===== config.mk =====
export PLATFORM = sky130hd
export DESIGN_NAME = lt_pattern_gen
export DESIGN_NICKNAME = d
export VERILOG_FILES = /design/src/rtl/lt_bist_pkg.sv /design/src/rtl/lt_gray_counter.sv /design/src/rtl/lt_seed_lfsr.sv /design/src/rtl/lt_epoch_ctrl.sv /design/src/rtl/lt_pattern_gen.sv
export SDC_FILE = /design/constraint.sdc
export NUM_CORES = 1
export LEC_CHECK = 0
export BUFFER_PORTS_ARGS = -buffer_cell sky130_fd_sc_hd__buf_2
export CAP_MARGIN = 5
export CELL_PAD_IN_SITES_DETAIL_PLACEMENT = 1
export CELL_PAD_IN_SITES_GLOBAL_PLACEMENT = 1
export CORE_UTILIZATION = 41
export CTS_CLUSTER_SIZE = 14
export DETAILED_ROUTE_END_ITERATION = 6
export PLACE_DENSITY = 0.76
export SLEW_MARGIN = 20
export SYNTH_ARGS = -nofsm -noshare
export SYNTH_HDL_FRONTEND = slang
export SYNTH_SLANG_ARGS = --single-unit

===== constraint.sdc =====
create_clock -name clk -period 2.4 [get_ports clk]
set_clock_uncertainty 0.1 [all_clocks]
set_input_delay 0.48 -clock clk [delete_from_list [all_inputs] [get_ports clk]]
set_output_delay 0.48 -clock clk [all_outputs]
set_load 0.02 [all_outputs]

===== src/rtl/lt_bist_pkg.sv =====
package lt_bist_pkg;
  // Default pattern width, matching the transceiver byte path.
  localparam int unsigned DEF_PAT_W  = 8;
  // Feedback taps for x^8+x^6+x^5+x^4+1: register bits 7,5,4,3.
  localparam logic [7:0]  DEF_TAPS   = 8'b1011_1000;
  // Number of seed epochs before the generator reports completion.
  localparam int unsigned DEF_EPOCHS = 4;
endpackage


===== src/rtl/lt_gray_counter.sv =====
module lt_gray_counter #(
  parameter int unsigned W = 8
) (
  input  logic         clk,
  input  logic         rst_n,
  input  logic         inc,
  output logic [W-1:0] gray_o,
  output logic         wrap_o
);
  localparam logic [W-1:0] CNT_MAX = {W{1'b1}};

  logic [W-1:0] cnt_q;

  always_ff @(posedge clk) begin
    if (!rst_n)   cnt_q <= '0;
    else if (inc) cnt_q <= cnt_q + 1'b1;
  end

  // Binary to reflected Gray, one bit per slice.
  assign gray_o[W-1] = cnt_q[W-1];
  for (genvar i = 0; i < W - 1; i++) begin : g_gray
    assign gray_o[i] = cnt_q[i] ^ cnt_q[i+1];
  end

  assign wrap_o = inc && (cnt_q == CNT_MAX);
endmodule


===== src/rtl/lt_seed_lfsr.sv =====
module lt_seed_lfsr #(
  parameter int unsigned   W    = 8,
  parameter logic [W-1:0]  TAPS = 8'b1011_1000
) (
  input  logic         clk,
  input  logic         rst_n,
  input  logic [W-1:0] seed_in,
  input  logic         step,
  output logic [W-1:0] seed_o
);
  localparam logic [W-1:0] SAFE_SEED = {{(W-1){1'b0}}, 1'b1};

  logic [W-1:0] seed_q;
  logic         fb;

  assign fb = ^(seed_q & TAPS);

  always_ff @(posedge clk) begin
    if (!rst_n)    seed_q <= (seed_in == '0) ? SAFE_SEED : seed_in;
    else if (step) seed_q <= {seed_q[W-2:0], fb};
  end

  assign seed_o = seed_q;
endmodule


===== src/rtl/lt_epoch_ctrl.sv =====
module lt_epoch_ctrl #(
  parameter int unsigned EPOCHS = 4
) (
  input  logic clk,
  input  logic rst_n,
  input  logic epoch_end,
  input  logic start,
  output logic done_o,
  output logic done_next_o
);
  localparam int unsigned EP_W    = (EPOCHS > 1) ? $clog2(EPOCHS) : 1;
  localparam logic [EP_W-1:0] EP_LAST = EP_W'(EPOCHS - 1);

  logic [EP_W-1:0] ep_q, ep_d;
  logic            done_q, done_d;
  logic            start_q;

  always_comb begin
    ep_d   = ep_q;
    done_d = done_q;
    if (done_q && start && !start_q) begin
      done_d = 1'b0;
    end else if (epoch_end) begin
      if (ep_q == EP_LAST) begin
        ep_d   = '0;
        done_d = 1'b1;
      end else begin
        ep_d = ep_q + 1'b1;
      end
    end
  end

  always_ff @(posedge clk) begin
    if (!rst_n) begin
      ep_q    <= '0;
      done_q  <= 1'b0;
      start_q <= 1'b0;
    end else begin
      ep_q    <= ep_d;
      done_q  <= done_d;
      start_q <= start;
    end
  end

  assign done_o      = done_q;
  assign done_next_o = done_d;
endmodule


===== src/rtl/lt_pattern_gen.sv =====
module lt_pattern_gen
  import lt_bist_pkg::*;
#(
  parameter int unsigned        PAT_W  = DEF_PAT_W,
  parameter logic [PAT_W-1:0]   TAPS   = DEF_TAPS,
  parameter int unsigned        EPOCHS = DEF_EPOCHS
) (
  input  logic             clk,
  input  logic             rst_n,
  input  logic             start,
  input  logic [PAT_W-1:0] seed_in,
  output logic [PAT_W-1:0] pat_data,
  output logic             pat_valid,
  input  logic             pat_ready,
  output logic             done
);
  logic             vld_q;
  logic             fire;
  logic             wrap;
  logic             done_next;
  logic [PAT_W-1:0] gray;
  logic [PAT_W-1:0] seed;

  assign fire = vld_q && pat_ready;

  lt_gray_counter #(.W(PAT_W)) u_cnt (
    .clk    (clk),
    .rst_n  (rst_n),
    .inc    (fire),
    .gray_o (gray),
    .wrap_o (wrap)
  );

  lt_seed_lfsr #(.W(PAT_W), .TAPS(TAPS)) u_seed (
    .clk     (clk),
    .rst_n   (rst_n),
    .seed_in (seed_in),
    .step    (wrap),
    .seed_o  (seed)
  );

  lt_epoch_ctrl #(.EPOCHS(EPOCHS)) u_epoch (
    .clk         (clk),
    .rst_n       (rst_n),
    .epoch_end   (wrap),
    .start       (start),
    .done_o      (done),
    .done_next_o (done_next)
  );

  // A pending beat is held until taken; new beats need start and no done.
  always_ff @(posedge clk) begin
    if (!rst_n) vld_q <= 1'b0;
    else        vld_q <= (vld_q && !pat_ready) || (start && !done_next);
  end

  assign pat_valid = vld_q;
  assign pat_data  = gray ^ seed;
endmodule


; After elaboration in Yosys (flattened, before gate mapping)
; Cells that the tools add are included.
[totals]
ff_bits = 21
inputBits = 12
out_inout_bits = 10
[op_classes]
reduce_logical = 13
eq_ne = 3
n_addsub = 2
n_bitwise = 9
n_mux = 7
[ops]
columns = cell, count
row1 = $mux W8, 3
row2 = $add A8 B1 Y8 const B, 1
row3 = $eq A8 B8 Y1 const B, 1
row4 = $logic_not A8 Y1, 1
row5 = $reduce_xor A8 Y1, 1
row6 = $xor A8 B8 Y8, 1
row7 = $xor A1 B1 Y1, 7
row8 = $logic_and A1 B1 Y1, 6
row9 = $logic_not A1 Y1, 3
row10 = $mux W1, 3
row11 = $add A2 B1 Y2 const B, 1
row12 = $eq A2 B2 Y1 const B, 1
row13 = $mux W2, 1
row14 = $ne A2 B1 Y1 const B, 1
row15 = $reduce_and A2 Y1, 1
row16 = $logic_or A1 B1 Y1, 1
row17 = $not A1 Y1, 1

; Logic depth before layout (Yosys ltp)
[logic_depth]
depth_word = 7
mapped_depth = 4
depth_no_buf = 4

; By module
; From an unflattened synthesis, not the netlist that was laid out.
[hier_totals]
cells_unflattened = 96
area_unflattened_um2 = 1118.6
[by_module_without_submodules]
columns = mod, instances, seq_area_each_um2, area_each_um2, cells_each
row1 = lt_gray_counter, 1, 160.2, 440.4, 41
row2 = lt_seed_lfsr, 1, 240.2, 382.9, 24
row3 = lt_epoch_ctrl, 1, 80.1, 173.9, 18
row4 = lt_pattern_gen, 1, 20.0, 121.4, 13

; Least setup slack after synthesis
; Ideal clock, no wire load.
[synth_timing]
kind = register to register
startpoint = register vld_q (netlist: pat_valid)
endpoint = register u_seed.seed_q[0] (netlist: u_seed.seed_o[0]) (enable)
slack_ns = 0.562
t_arrival_ns = 1.354
stages_incl_launch_ff = 3
synth_period_minus_slack_ns = 1.838
cell_sequence = dfxtp_1 -> nand3_2 -> o21ai_0
[synth_between]
elab_chain_len = 3
[synth_rtl]
columns = element, line_no
row1 = "start, declared", lt_pattern_gen.sv:17  ; logic vld_q;
row2 = "start signal, assigned", lt_pattern_gen.sv:54  ; else vld_q <= (vld_q && !pat_ready) || (start && !done_next);
row3 = $logic_and A1 B1 Y1, lt_pattern_gen.sv:24  ; assign fire = vld_q && pat_ready;
row4 = $logic_and A1 B1 Y1, lt_gray_counter.sv:25  ; assign wrap_o = inc && (cnt_q == CNT_MAX);
row5 = $ne A2 B1 Y1 (no line), n/a
row6 = "end signal, assigned", lt_seed_lfsr.sv:19  ; if (!rst_n) seed_q <= (seed_in == '0) ? SAFE_SEED : seed_in;
row7 = "end signal, assigned", lt_seed_lfsr.sv:20  ; else if (step) seed_q <= {seed_q[W-2:0], fb};
row8 = "end, declared", lt_seed_lfsr.sv:13  ; logic [W-1:0] seed_q;
; Every way passes these cells.
; A chain may end at the register's enable or synchronous reset.

; Worst setup path after layout
[layout_timing]
startpoint = register u_cnt.cnt_q[0]
endpoint = output port pat_data[0]
[layout_between]
elab_chain_len = 2
[layout_rtl]
columns = element, line_no
row1 = "start, declared", lt_gray_counter.sv:12  ; logic [W-1:0] cnt_q;
row2 = "start signal, assigned", lt_gray_counter.sv:16  ; else if (inc) cnt_q <= cnt_q + 1'b1;
row3 = $xor A1 B1 Y1, lt_gray_counter.sv:22  ; assign gray_o[i] = cnt_q[i] ^ cnt_q[i+1];
row4 = net gray[0], lt_pattern_gen.sv:21  ; logic [PAT_W-1:0] gray;
row5 = $xor A8 B8 Y8, lt_pattern_gen.sv:58  ; assign pat_data = gray ^ seed;
row6 = "end, declared", lt_pattern_gen.sv:12  ; output logic [PAT_W-1:0] pat_data,
; The timed path passes the listed nets, and every way through them passes these cells.

==> qor.txt <==
Clock Sinks: 21
Via density: 5.36
GP Congestion: 0.708
Total GRT Usage: 19.7%
nature of the critical path startpoint: register
# resized after CTS: 0
die area: 2900 um^2
critical-path maximum fanout: 4
max-cap viol count: 0
Design Area, Final: 1270 um^2
most frequent cells in the layout: buf_2, dfxtp_1, xor2_1
CP Class: reg2out
vias in the first global route: 868
fmax: 518 MHz
Leak Pwr: 0.553 nW
starting density of the core: 44.1%
floorplan row count: 18
Post-Syn Nets: 123
Residual DRC: 0
worst path required time: 1820 ps
placed instance area: 1240 um^2
CTS buffer count: 3
CTS Hold Buffers Added: 0
Die Y: 53.9 um
Hold Path Class: in2reg
Max VDD drop: 0.343 mV
Horiz. Die Dim: 53.9 um
clock root cell: clkbuf_4
share of cells above drive strength 1: 28.3%
Routed WL: 2.38 mm
Netlist cell types: 29
layout net count: 148
fillers: 289
Final Hold Fails: 0
setup TNS: 0 ps
total gr overflow: 0
Pwr Density: 532 nW/um^2
core area: 2500 um^2
footprint of the multi-input gates: 581 um^2
Area contributors post-synth: dfxtp_1, edfxtp_1, ha_1
H-tree level count: 1
register area share after synthesis: 45.4%
Routed WL per cell: 15.2 um
Finished Layout Cells: 157
antenna violations before repair: 0
DRT iter0 DRCs: 2
arrival time worst endpoint: 1350 ps
final period utilization: 80.4%
Port Buffers: 21
clk_lat worst skew: 310 ps
syn_area_per_cell: 10.7 um^2
CTS tree: done
final core utilization: 50.8%
routed vias: 842
clock buffer depth: 2
first-pass GRT wire length: 3.95 mm
# diodes: 0
mapped cell area: 1100 um^2
Synth top area share: 23.6%
max-slew violation count: 0
synth warn: 0
CP endpoint kind: primary output
Detail Route Antenna Nets: 0
Layout area overhead: 15.1%
Yosys top cell by area: dfxtp_1
Synth Register Bits: 21
largest net degree at the start of global routing: 15
unrepaired setup endpoints after global routing: no
Top Ports: 22
Finish-stage setup viols: 0
register area: 500 um^2
total setup buffers inserted after CTS: 0
commonest non-fill, non-tap cell in the layout: buf_2
Slew headroom: 77.5%
Tmin final: 1930 ps
clock slew seen by the registers of the worst setup and hold paths: 120 ps
Slew @ Worst Pin: 336 ps
outcome: finished clean
Post-DP HPWL: 1.89 mm
Pre-antenna DRT Iters: 3
Gate Count Post-Synth: 103
DP Cell Count: 153
==> registers in the layout (all words and copies together), names as in the netlist <==
signal,cells
u_cnt.cnt_q,8
u_epoch.ep_q,2
pat_valid,1
u_epoch.done_o,1
u_seed.seed_o,8
u_epoch.start_q,1
==> routing by layer <==
layer  GRT usage (%)  share of wire (%)  wire length [um]
met3            3.67                2.7                65
met2            34.0                 51              1230
met1            23.7                 44              1060
met4            7.89                1.4                33
met5               0                  0                 0
==> synthesized netlist by cell type <==
| library cell | count |
|---|---|
| ha_1 | 8 |
| a211oi_1 | 1 |
| nand4_1 | 4 |
| nand2b_1 | 1 |
| xnor2_1 | 5 |
| edfxtp_1 | 8 |
| dfxtp_1 | 13 |
| and3_1 | 1 |
| nand4b_1 | 1 |
| inv_1 | 3 |
| and4_2 | 1 |
| o31ai_1 | 2 |
| and3b_1 | 1 |
| nand3_1 | 3 |
| nand2_1 | 5 |
| a21oi_1 | 7 |
| buf_2 | 2 |
| nor2_1 | 7 |
| nand3_2 | 1 |
| and3_2 | 1 |
| or3_1 | 2 |
| o21ai_0 | 4 |
| nor3_1 | 1 |
| a31o_2 | 1 |
| xor2_1 | 10 |
| mux2i_1 | 1 |
| nand3b_1 | 1 |
| mux2_2 | 7 |
| nor4_1 | 1 |
==> critical path: stages (launching register included) <==
cell and delay [ps]:
dfxtp_1 360, ha_1 330, xor2_1 160, buf_2 180
==> cell families after synthesis <==
| group | after synthesis | share of synthesized area [%] |
|---|---|---|
| compound gates | 15 | 7.83 |
| xor+xnor | 15 | 11.9 |
| fa+ha+maj | 8 | 9.08 |
| buf+inv | 5 | 1.93 |
| flops | 21 | 45.4 |
| mux | 8 | 8.06 |
| simple gates | 31 | 15.8 |
==> power by group <==
part           internal, W  switching (W)  total [W]
Clock            0.0000649       0.000113   0.000178
Sequential        0.000388      0.0000143   0.000402
Combinational    0.0000425      0.0000523  0.0000948
==> area by class of cell <==
type                            count  area share (%)
Timing Repair Buffer               22            8.88
Inverter                            3           0.888
Tap cell                           30            2.96
Sequential cell                    21            39.4
Multi-Input combinational cell     77            45.8
Clock buffer                        4            2.07
==> worst paths after layout <==
kind | endpoint | cells past startpoint | from | slack, ps
worst max-delay path | pat_data[0] | 3 | u_cnt.cnt_q[0] | 470
worst min-delay path | u_epoch.start_q | 3 | start | 340
worst max register to register | u_seed.seed_o[2] | 4 | u_cnt.cnt_q[2] | 810
worst min register to register | u_epoch.ep_q[1] | 2 | u_epoch.ep_q[1] | 410
==> metrics by stage <==
stage	total power, W	hold WS, ps	setup slack (ps)
6_report	0.000675	336	470
5_1_grt	0.000706	341	388
4_1_cts	0.000685	326	450
3_5_place_dp	0.000506	406	816
3_3_place_gp	0.000503	386	853
2_1_floorplan	0.000469	352	562
Note: power is estimated with default switching activity, not from simulation.
